File: src/rtl/bmtx_pkg.sv
package bmtx_pkg;
  localparam int SAMPLE_W = 24;
  localparam int SLOTS    = 32;

  typedef enum logic [1:0] {
    WL16 = 2'd0,
    WL18 = 2'd1,
    WL20 = 2'd2,
    WL24 = 2'd3
  } wordLen_e;

  // strobes from control to datapath
  typedef struct packed {
    logic       latch;
    logic       secondHalf;
    logic [4:0] slot;
    logic       rightSub;
    logic       blockHead;
  } bmCtl_t;

  // preamble half-cell levels, earliest in the MSB, for a low starting level
  localparam logic [7:0] PRE_B = 8'b11101000;
  localparam logic [7:0] PRE_M = 8'b11100010;
  localparam logic [7:0] PRE_W = 8'b11100100;
endpackage

File: src/rtl/bmtx_ctrl.sv
module bmtx_ctrl
  import bmtx_pkg::*;
#(
  parameter int FRAMES_PER_BLOCK = 192
) (
  input  logic   clk,
  input  logic   rst_n,
  output bmCtl_t ctl
);
  localparam int POS_W = $clog2(SLOTS * 4);
  localparam int FW    = (FRAMES_PER_BLOCK > 1) ? $clog2(FRAMES_PER_BLOCK) : 1;
  localparam logic [FW-1:0] LAST_FRAME = FW'(FRAMES_PER_BLOCK - 1);

  logic [POS_W-1:0] pos;
  logic [FW-1:0]    frameCnt;

  always_ff @(posedge clk) begin
    if (!rst_n) begin
      pos      <= '0;
      frameCnt <= '0;
    end else begin
      pos <= pos + 1'b1;
      if (&pos) begin
        frameCnt <= (frameCnt == LAST_FRAME) ? '0 : frameCnt + 1'b1;
      end
    end
  end

  always_comb begin
    ctl.latch      = (pos == '0);
    ctl.secondHalf = pos[0];
    ctl.slot       = pos[5:1];
    ctl.rightSub   = pos[6];
    ctl.blockHead  = (frameCnt == '0) && !pos[6];
  end
endmodule

File: src/rtl/bmtx_dp.sv
module bmtx_dp
  import bmtx_pkg::*;
(
  input  logic                clk,
  input  logic                rst_n,
  input  bmCtl_t              ctl,
  input  wordLen_e            wordLen,
  input  logic [SAMPLE_W-1:0] leftSample,
  input  logic [SAMPLE_W-1:0] rightSample,
  input  logic [2:0]          leftFlags,   // {status, user, valid}
  input  logic [2:0]          rightFlags,
  output logic                lineOut
);
  logic [SAMPLE_W-1:0] leftQ, rightQ;
  logic [2:0]          leftFlagsQ, rightFlagsQ;
  logic                preBase;

  function automatic logic [SAMPLE_W-1:0] keepMask(wordLen_e wl);
    case (wl)
      WL16:    keepMask = {{16{1'b1}}, {(SAMPLE_W-16){1'b0}}};
      WL18:    keepMask = {{18{1'b1}}, {(SAMPLE_W-18){1'b0}}};
      WL20:    keepMask = {{20{1'b1}}, {(SAMPLE_W-20){1'b0}}};
      default: keepMask = '1;
    endcase
  endfunction

  always_ff @(posedge clk) begin
    if (!rst_n) begin
      leftQ       <= '0;
      rightQ      <= '0;
      leftFlagsQ  <= '0;
      rightFlagsQ <= '0;
    end else if (ctl.latch) begin
      leftQ       <= leftSample & keepMask(wordLen);
      rightQ      <= rightSample & keepMask(wordLen);
      leftFlagsQ  <= leftFlags;
      rightFlagsQ <= rightFlags;
    end
  end

  logic [SAMPLE_W-1:0] curSample;
  logic [2:0]          curFlags;
  logic                parityBit;
  logic [SLOTS-1:0]    slotBits;
  logic [7:0]          pattern;
  logic [2:0]          patIdx;
  logic                base;
  logic                nextLine;

  always_comb begin
    curSample = ctl.rightSub ? rightQ : leftQ;
    curFlags  = ctl.rightSub ? rightFlagsQ : leftFlagsQ;
    parityBit = ^{curFlags, curSample};
    slotBits  = {parityBit, curFlags, curSample, 4'b0000};
    if (ctl.blockHead)     pattern = PRE_B;
    else if (ctl.rightSub) pattern = PRE_W;
    else                   pattern = PRE_M;
    patIdx = 3'd7 - {ctl.slot[1:0], ctl.secondHalf};
    base   = (ctl.slot == 5'd0 && !ctl.secondHalf) ? lineOut : preBase;
    if (ctl.slot < 5'd4)    nextLine = pattern[patIdx] ^ base;
    else if (ctl.secondHalf) nextLine = lineOut ^ slotBits[ctl.slot];
    else                    nextLine = ~lineOut;
  end

  always_ff @(posedge clk) begin
    if (!rst_n) begin
      lineOut <= 1'b0;
      preBase <= 1'b0;
    end else begin
      lineOut <= nextLine;
      if (ctl.slot == 5'd0 && !ctl.secondHalf) preBase <= lineOut;
    end
  end
endmodule

File: src/rtl/bmtx_top.sv
module bmtx_top
  import bmtx_pkg::*;
#(
  parameter int FRAMES_PER_BLOCK = 192
) (
  input  logic        clk,
  input  logic        rst_n,
  input  logic [1:0]  wordLen,
  input  logic [23:0] leftSample,
  input  logic [23:0] rightSample,
  input  logic        leftValid,
  input  logic        leftUser,
  input  logic        leftStatus,
  input  logic        rightValid,
  input  logic        rightUser,
  input  logic        rightStatus,
  output logic        frameLatch,
  output logic        lineOut
);
  bmCtl_t ctlBus;

  bmtx_ctrl #(.FRAMES_PER_BLOCK(FRAMES_PER_BLOCK)) u_ctrl (
    .clk   (clk),
    .rst_n (rst_n),
    .ctl   (ctlBus)
  );

  bmtx_dp u_dp (
    .clk         (clk),
    .rst_n       (rst_n),
    .ctl         (ctlBus),
    .wordLen     (wordLen_e'(wordLen)),
    .leftSample  (leftSample),
    .rightSample (rightSample),
    .leftFlags   ({leftStatus, leftUser, leftValid}),
    .rightFlags  ({rightStatus, rightUser, rightValid}),
    .lineOut     (lineOut)
  );

  assign frameLatch = ctlBus.latch;
endmodule

File: config.mk
export PLATFORM = sky130hd
export DESIGN_NAME = bmtx_top
export DESIGN_NICKNAME = d
export VERILOG_FILES = /design/src/rtl/bmtx_pkg.sv /design/src/rtl/bmtx_ctrl.sv /design/src/rtl/bmtx_dp.sv /design/src/rtl/bmtx_top.sv
export SDC_FILE = /design/constraint.sdc
export NUM_CORES = 1
export LEC_CHECK = 0
export ABC_CLOCK_PERIOD_IN_PS = 3010
export CAP_MARGIN = 10
export CORE_ASPECT_RATIO = 0.75
export CORE_MARGIN = 2
export CORE_UTILIZATION = 54
export CTS_CLUSTER_SIZE = 10
export DETAILED_ROUTE_END_ITERATION = 16
export GPL_TIMING_DRIVEN = 0
export PLACE_DENSITY = 0.8
export SYNTH_ARGS = -nofsm -noshare
export SYNTH_HDL_FRONTEND = slang
export SYNTH_SLANG_ARGS = --single-unit
File: constraint.sdc
create_clock -name clk -period 3.01 [get_ports clk]
set_input_delay 0.602 -clock clk [delete_from_list [all_inputs] [get_ports clk]]
set_output_delay 0.602 -clock clk [all_outputs]
set_load 0.02 [all_outputs]
# --- Word level (Yosys, flattened, before mapping) ---
# Cells that the tools add are included.
totals:
  ff_bits: 71
  inputBits: 58
  out_inout_bits: 2
  wordCells: 47
op_classes:
  addsub: 3
  n_lt_le_gt_ge: 3
  n_eq_ne: 3
  mux: 15
  bitwise: 5
  reduce_logical: 10
op_table:
  columns: ["op", "count"]
  rows:
  - ["$mux 24", 3]
  - ["$and 24x24->24", 2]
  - ["$reduce_xor 27->1", 1]
  - ["$pmux 8 s3", 1]
  - ["$mux 8", 2]
  - ["$add 8x1->8 const B", 1]
  - ["$eq 8x8->1 const B", 1]
  - ["$logic_not 8->1", 1]
  - ["$add 7x1->7 const B", 1]
  - ["$logic_not 7->1", 1]
  - ["$reduce_and 7->1", 1]
  - ["$lt 5x6->1 const B", 1]
  - ["$mux 3", 2]
  - ["$bmux 1 s5", 1]
  - ["$logic_not 5->1", 1]
  - ["$lt 5x3->1 const B", 1]
  - ["$mux 1", 5]
  - ["$lt 3x4->1 const B", 1]
  - ["$bmux 1 s3", 1]
  - ["$sub 3x3->3 const A", 1]
  - ["$eq 2x1->1 const B", 1]
  - ["$eq 2x2->1 const B", 1]
  - ["$logic_and 1x1->1", 2]
  - ["$logic_not 1->1", 2]
  - ["3 further kinds", 4]

# --- Longest topological paths before layout ---
# Gate-level depths: netlist (run 1).
depth:
  depth_word: 7
  ltp_mapped: 11
  depth_no_buf: 10

# --- Cells and area by module ---
# From an unflattened synthesis (run 1), not the netlist that was laid out.
hier_totals:
  cells_unflattened: 387
  area_unflattened_um2: 4001.3
by_module_without_submodules:
  columns: ["module", "n_inst", "cells_each", "area_each_um2", "seq_area_each_um2"]
  rows:
  - ["bmtx_dp", 1, 305, 3219.3, 1121.1]
  - ["bmtx_ctrl", 1, 82, 782.0, 300.3]

# --- Worst setup path before layout (run 1) ---
# OpenSTA, ideal clock, no wires.
synth_path:
  path_kind: "flip-flop to output port"
  from: "reg u_ctrl.pos[3]"
  to: "out frameLatch"
  arrival_time_ns: 1.828
  required_ns: 2.408
  setup_slack_ns: 0.580
  path_stages_with_launch: 7
  path_buffers: 3
  path_cell_list: "dfxtp_1 > buf_2 > or3_2 > or4b_1 > buf_2 > inv_4 > buf_4"
synth_via:
  elab_chain_len: 1
synth_rtl:
  columns: ["item", "line_no", "source"]
  rows:
  - ["start, declared", "bmtx_ctrl.sv:14", "logic [POS_W-1:0] pos;"]
  - ["start signal, assigned", "bmtx_ctrl.sv:22", "pos <= pos + 1'b1;"]
  - ["$logic_not 7->1", "bmtx_ctrl.sv:30", "ctl.latch = (pos == '0);"]
  - ["end, declared", "bmtx_top.sv:17", "output logic frameLatch,"]
# No other way between the ends.

# --- Final worst setup path (run 1) ---
layout_path:
  from: "reg u_ctrl.pos[6]"
  to: "out frameLatch"
# Same word-level chain as after synthesis.

==> results of run 1 <==
[final timing paths]
kind,depth (start not counted),slack [ns],end,from
hold reg to reg,2,0.48,u_dp.rightFlagsQ[1],u_dp.rightFlagsQ[1]
setup / recovery,8,0.11,frameLatch,u_ctrl.pos[6]
setup reg to reg,10,0.48,u_dp.lineOut,u_ctrl.pos[6]
hold / removal,2,0.48,u_dp.rightFlagsQ[1],u_dp.rightFlagsQ[1]
[timing repair]
item / CTS / global route
cloned: 0 / 0
resized for setup: 7 / 3
setup endpoints to repair: 1 / 1
[flip-flops by register name, summed over array words and instances (netlist names)]
register / flops
u_dp.leftQ: 24
u_dp.rightQ: 24
u_ctrl.frameCnt: 8
u_ctrl.pos: 7
u_dp.leftFlagsQ: 3
u_dp.rightFlagsQ: 3
u_dp.lineOut: 1
u_dp.preBase: 1
[power by group]
group / switching, W / internal [W]
clock: 0.000379 / 0.000574
combinational: 0.000271 / 0.000306
sequential: 0.0000643 / 0.00100
total: 0.000713 / 0.00188
[placed cells by master, fill, tap and decap left out, drive strengths merged, types with 2 or more instances in the layout]
master         instances
xnor3                  2
ha                     4
a22oi                  2
clkdlybuf4s50         56
a21oi                  6
and2                   7
or3                    2
bufinv                 3
a22o                   2
a21boi                57
nand4                 11
mux4                  13
xor2                  31
dfxtp                 71
nor2                  10
mux2i                 17
nand3                 13
o21ai                  5
inv                    6
clkinvlp               2
nand2                102
nor3                   5
nor2b                  5
clkbuf                27
xnor2                 14
buf                   14
[cell type report]
type                            count  share of cell area [%]
Timing Repair Buffer               57                    11.7
Clock inverter                      5                    2.16
Multi-Input combinational cell    321                    46.9
Sequential cell                    71                    29.3
Buffer                             29                    3.66
Tap cell                           98                    2.53
Clock buffer                       11                    2.91
Inverter                            7                   0.799
[through the flow]
| step | utilization (%) | hold slack, ns | area (um^2) |
|---|---|---|---|
| floorplan | - | 0.443 | 3910 |
| global placement | 66.8 | 0.451 | 4600 |
| detailed placement | 66.8 | 0.471 | 4600 |
| CTS | 70.3 | 0.482 | 4850 |
| global route | 70.4 | 0.517 | 4850 |
| finish | 70.4 | 0.475 | 4850 |
[layer usage]
metal  GRT usage (%)  routed length, um  vias up
met2            43.4               4580      114
met1            35.8               4360     1528
li1                -                  -     1603
met5               0                  0        -
met4            9.20                 83        0
met3            8.83                820        9
[worst reg2reg max path, delay by kind of cell (launching register included)]
kind | cells | cell delay (ns)
mux | 1 | 0.33
buf+inv | 3 | 0.56
compound gates | 5 | 1.07
simple gates | 1 | 0.19
flops | 1 | 0.33
[kinds of logic (layout without fill, tap and decap cells)]
group                      after synthesis  count (layout)  share of synthesized area [%]
muxes                                   30              30                           12.2
and+or+nand+nor                        163             163                           18.6
DFF                                     71              71                           36.3
adders and majority gates                4               4                           1.28
AOI/OAI and AO/OA                       77              77                           14.7
buffers and inverters                   37             109                           5.41
xor gates and xnor gates                47              47                           11.4
==> metrics.md, run 1 <==
| Metric | Value |
|---|---|
| Routed vias | `3254` |
| Cell family with most CP delay | `buffers and inverters` |
| Die span in y | `77.7 um` |
| Seq cells post-synth | `71` |
| EDFF count, synth | `0` |
| Unrepaired setup endpoints after global routing | `false` |
| Placed cells | `584` |
| Drt pass-1 iters | `4` |
| Post-Syn Area | `3910 um^2` |
| Die ar. | `7950 um^2` |
| Worst-Margin Slew | `0.888 ns` |
| Pin count of the biggest net entering global routing | `20` |
| Crit path time final | `2.90 ns` |
| Total wire length | `9840 um` |
| Top cell type's share of synthesized area | `36.3%` |
| Clock Sinks | `71` |
| Leakage Power | `1.88 nW` |
| First-pass GRT wire length | `16500 um` |
| FF+latch area | `1420 um^2` |
| Mapped Nets | `491` |
| Pins Over Slew Limit | `0` |
| Fillers | `540` |
| Final setup viols | `0` |
| Area of the multi-input gates | `2280 um^2` |
| Crit-path cells | `buf_6 -> buf_12 -> buf_4 -> buf_6 -> or4b_1 -> buf_4 -> clkinv_8 -> buf_4` |
| Hold WC Path Type | `reg -> reg` |
| CTS Buffer Depth | `2` |
| Top_reg_cell synth | `dfxtp_1` |
| Clk Tree Root Cell | `clkbuf_8` |
| Worst Path Max Fanout | `19` |
| Setup TNS | `0 ns` |
| Clock Latency Late Sink | `0.36 ns` |
| Syn Inst Count | `429` |
| Hpwl dp | `7270 um` |
| Initial antenna violation count | `0` |
| Fin crit share | `96.2%` |
| Boundary Pins | `60` |
| Worst Setup Slack, final | `0.114 ns` |
| DRC | `0` |
| Post-CTS setup buffer count | `0` |
| Vias per cell | `5.43` |
| GRT Residual Overflow | `0` |
| Number of cell rows | `26` |
| Share of layout cells above drive strength 1 | `8.78%` |
| Place WS | `-0.179 ns` |
| DRT antenna net count | `0` |
| Most numerous cell on the critical path | `buf_4` |
| Crit end category | `output pin` |
| Avg Inst Size Synth | `9.12 um^2` |
| I/O Buffers | `57` |
| CTS clk-pin slew, worst paths | `0.08 ns` |
| Gpl congestion | `0.867` |
| Vias in the first global route | `3382` |
| VDD IR max | `0.000306 V` |
| Final Non-Filler Cells | `599` |
| Hold_buf cts | `0` |
| Ys Warns | `0` |
| Async SR Flop Fraction | `0%` |
| Yosys cell types | `45` |
| Most frequent cell after synthesis | `nand2_1` |
| Final Hold Fails | `0` |
| Cell Pwr Density | `535 nW/um^2` |
| Starting DRT DRC Count | `242` |
| Total of max-cap violations | `0` |
| Diodes inserted | `0` |
| Tot GR Track Use | `27.5%` |
| NumNets Final | `558` |
| CTS tree | `yes` |
| Initial core utilization | `56.7%` |
| Core Area | `6900 um^2` |
| Critical Path Slowest Stage Cell | `or4b_1` |
| Synth top cells by count | `nand2_1, dfxtp_1, a21boi_0` |
| Die width | `102 um` |
| Critical path buffer and inverter count | `7` |
| Area contributors post-synth | `dfxtp_1, a21boi_0, nand2_1, xor2_1, mux4_2` |
| CP Class | `reg -> out` |
| Slew HR | `40.1%` |
| Htree depth | `3` |
| Critical Path AT | `2.29 ns` |
| Startpoint Class | `flip-flop` |
| Cts bufs inserted | `9` |
| Drt wl/cell | `16.4 um` |
| Synth area leader | `dfxtp_1` |
| Top achievable clock speed | `345 MHz` |
| Area Growth Syn to Fin | `24.1%` |
| PnR Total Power | `0.00260 W` |
| Setup Skew | `0.00911 ns` |
| Status | `finished, final reports clean` |
| Crit path required time | `2.41 ns` |
| Sequential cell area fraction in the yosys report | `36.3%` |
| Critical Path Max Stage Delay | `0.49 ns` |
(Power assumes the default switching activity.)
==> run 2, diff against run 1 <==
Settings changed: CORE_ASPECT_RATIO 0.75 to default.
==> run 2 against run 1 <==
Against the previous run: final area decreased by 1.1%; first-iteration DRC count is 42% lower; register-to-register slack improved by 0.09 ns; clock skew decreased by 0.0026 ns; clock power decreased by 20%; combinational power about the same; worst hold slack lost 0.0051 ns; non-clock buffer count unchanged; power fell by 7.3%; fmax down 0.28%; worst setup slack worse by 0.0082 ns; via count shrank 0.28%.
==> metrics.md, run 2 (synthesis gave the netlist of run 1 again) <==
| Metric | Value |
|---|---|
| Boundary Pins | `60` |
| Area Growth Syn to Fin | `22.8%` |
| Top achievable clock speed | `344 MHz` |
| Critical Path AT | `2.30 ns` |
| Crit path time final | `2.90 ns` |
| Initial core utilization | `54.8%` |
| Met3 Use GR | `3.97%` |
| CTS clk-pin slew, worst paths | `0.08 ns` |
| First-pass GRT wire length | `14900 um` |
| Crit-path cells | `buf_6 -> buf_12 -> buf_4 -> buf_6 -> or4b_1 -> buf_4 -> clkinv_8 -> buf_2` |
| Commonest non-fill, non-tap cell in the layout | `nand2_1` |
| Fin crit share | `96.5%` |
| Total of max-cap violations | `0` |
| Met1 GRT Util | `32.8%` |
| Vias in the first global route | `3119` |
| Min Hold Slack | `0.470 ns` |
| Core Area | `7140 um^2` |
| Pin count of the biggest net entering global routing | `20` |
| Pins Over Slew Limit | `0` |
| CTS tree | `yes` |
| Gpl congestion | `0.948` |
| Biggest regs | `u_dp.leftQ x24, u_dp.rightQ x24, u_ctrl.frameCnt x8` |
| Die width | `89.1 um` |
| Post-CTS setup buffer count | `0` |
| Slew HR | `46.0%` |
| I/O Buffers | `57` |
| Grt peak-use layer | `met2` |
| NumNets Final | `558` |
| Leakage Power | `1.86 nW` |
| Htree depth | `3` |
| Die ar. | `7940 um^2` |
| Place WS | `-0.181 ns` |
| Clock Latency Late Sink | `0.35 ns` |
| Hold WC Path Type | `reg -> reg` |
| Final Hold Fails | `0` |
| Setup Skew | `0.00655 ns` |
| Worst Path Max Fanout | `19` |
| Total wire length | `9120 um` |
| Cts bufs inserted | `9` |
| Share of layout cells above drive strength 1 | `8.98%` |
| GRT Residual Overflow | `0` |
| Die span in y | `89.1 um` |
| Worst-Margin Slew | `0.800 ns` |
| Diodes inserted | `0` |
| Cell Pwr Density | `501 nW/um^2` |
| Critical Path Slowest Stage Cell | `or4b_1` |
| Status | `finished, final reports clean` |
| Initial antenna violation count | `0` |
| Crit path required time | `2.41 ns` |
| Placed cell area | `4610 um^2` |
| Crit end category | `output pin` |
| CP Class | `reg -> out` |
| CTS Buffer Depth | `2` |
| PnR Total Power | `0.00241 W` |
| Critical Path Max Stage Delay | `0.49 ns` |
| DRC | `0` |
| Startpoint Class | `flip-flop` |
| Final setup viols | `0` |
| Drt pass-1 iters | `5` |
| Fin area | `4800 um^2` |
| Tot GR Track Use | `24.8%` |
| Clock Sinks | `71` |
| Number of cell rows | `31` |
| Commonest cells after routing, fill and taps aside | `nand2_1, dfxtp_1, clkdlybuf4s50_1` |
| Clk Tree Root Cell | `clkbuf_8` |
| Hpwl dp | `6960 um` |
| VDD IR max | `0.000367 V` |
| DRT antenna net count | `0` |
| Setup TNS | `0 ns` |
| Vias per cell | `5.41` |
| Starting DRT DRC Count | `141` |
| Drt wl/cell | `15.2 um` |
| GR Layer Usage met2 | `41.1%` |
| Unrepaired setup endpoints after global routing | `false` |
| Worst Setup Slack, final | `0.106 ns` |
| Hold_buf cts | `0` |
| Routed vias | `3245` |
## run 2: final timing paths
check                       from                   to  slack [ns]  depth (start not counted)
max                u_ctrl.pos[6]           frameLatch        0.11                          8
min          u_dp.rightFlagsQ[1]  u_dp.rightFlagsQ[1]        0.47                          2
max reg2reg        u_ctrl.pos[6]         u_dp.lineOut        0.57                         10
min reg2reg  u_dp.rightFlagsQ[1]  u_dp.rightFlagsQ[1]        0.47                          2
## run 2: critical path, delay by kind of cell (launching register included)
family	cells	cell delay (ns)
AND/OR/NAND/NOR	1	0.49
buffers and inverters	7	1.13
flip-flops	1	0.31
## run 2: timing repair
item,in CTS,in global routing
setup endpoints to repair,1,1
gates resized for setup,5,4
pin swaps,0,0
## run 2: through the flow
| stage | instances | utilization, % |
|---|---|---|
| after floorplan | 429 | - |
| after global placement | 585 | 64.5 |
| after detailed placement | 585 | 64.5 |
| after CTS | 600 | 67.1 |
| after global routing | 600 | 67.3 |
| final | 600 | 67.3 |
## run 2: cell type report
type / count / area (um^2)
Buffer: 29 / 178
Clock buffer: 9 / 124
Clock inverter: 7 / 72.6
Fill cell: 592 / 2330
Inverter: 7 / 38.8
Multi-Input combinational cell: 321 / 2280
Sequential cell: 71 / 1420
Tap cell: 99 / 124
Timing Repair Buffer: 57 / 566
## run 2: power breakdown
part           internal (W)  switching, W
logic              0.000306      0.000268
clock network      0.000384      0.000383
registers           0.00100     0.0000629
## run 2: routing by layer
metal,routed length [um],share of wire [%]
met5,0,0
met4,123,1.3
met3,401,4.4
met2,4480,49
met1,4120,45
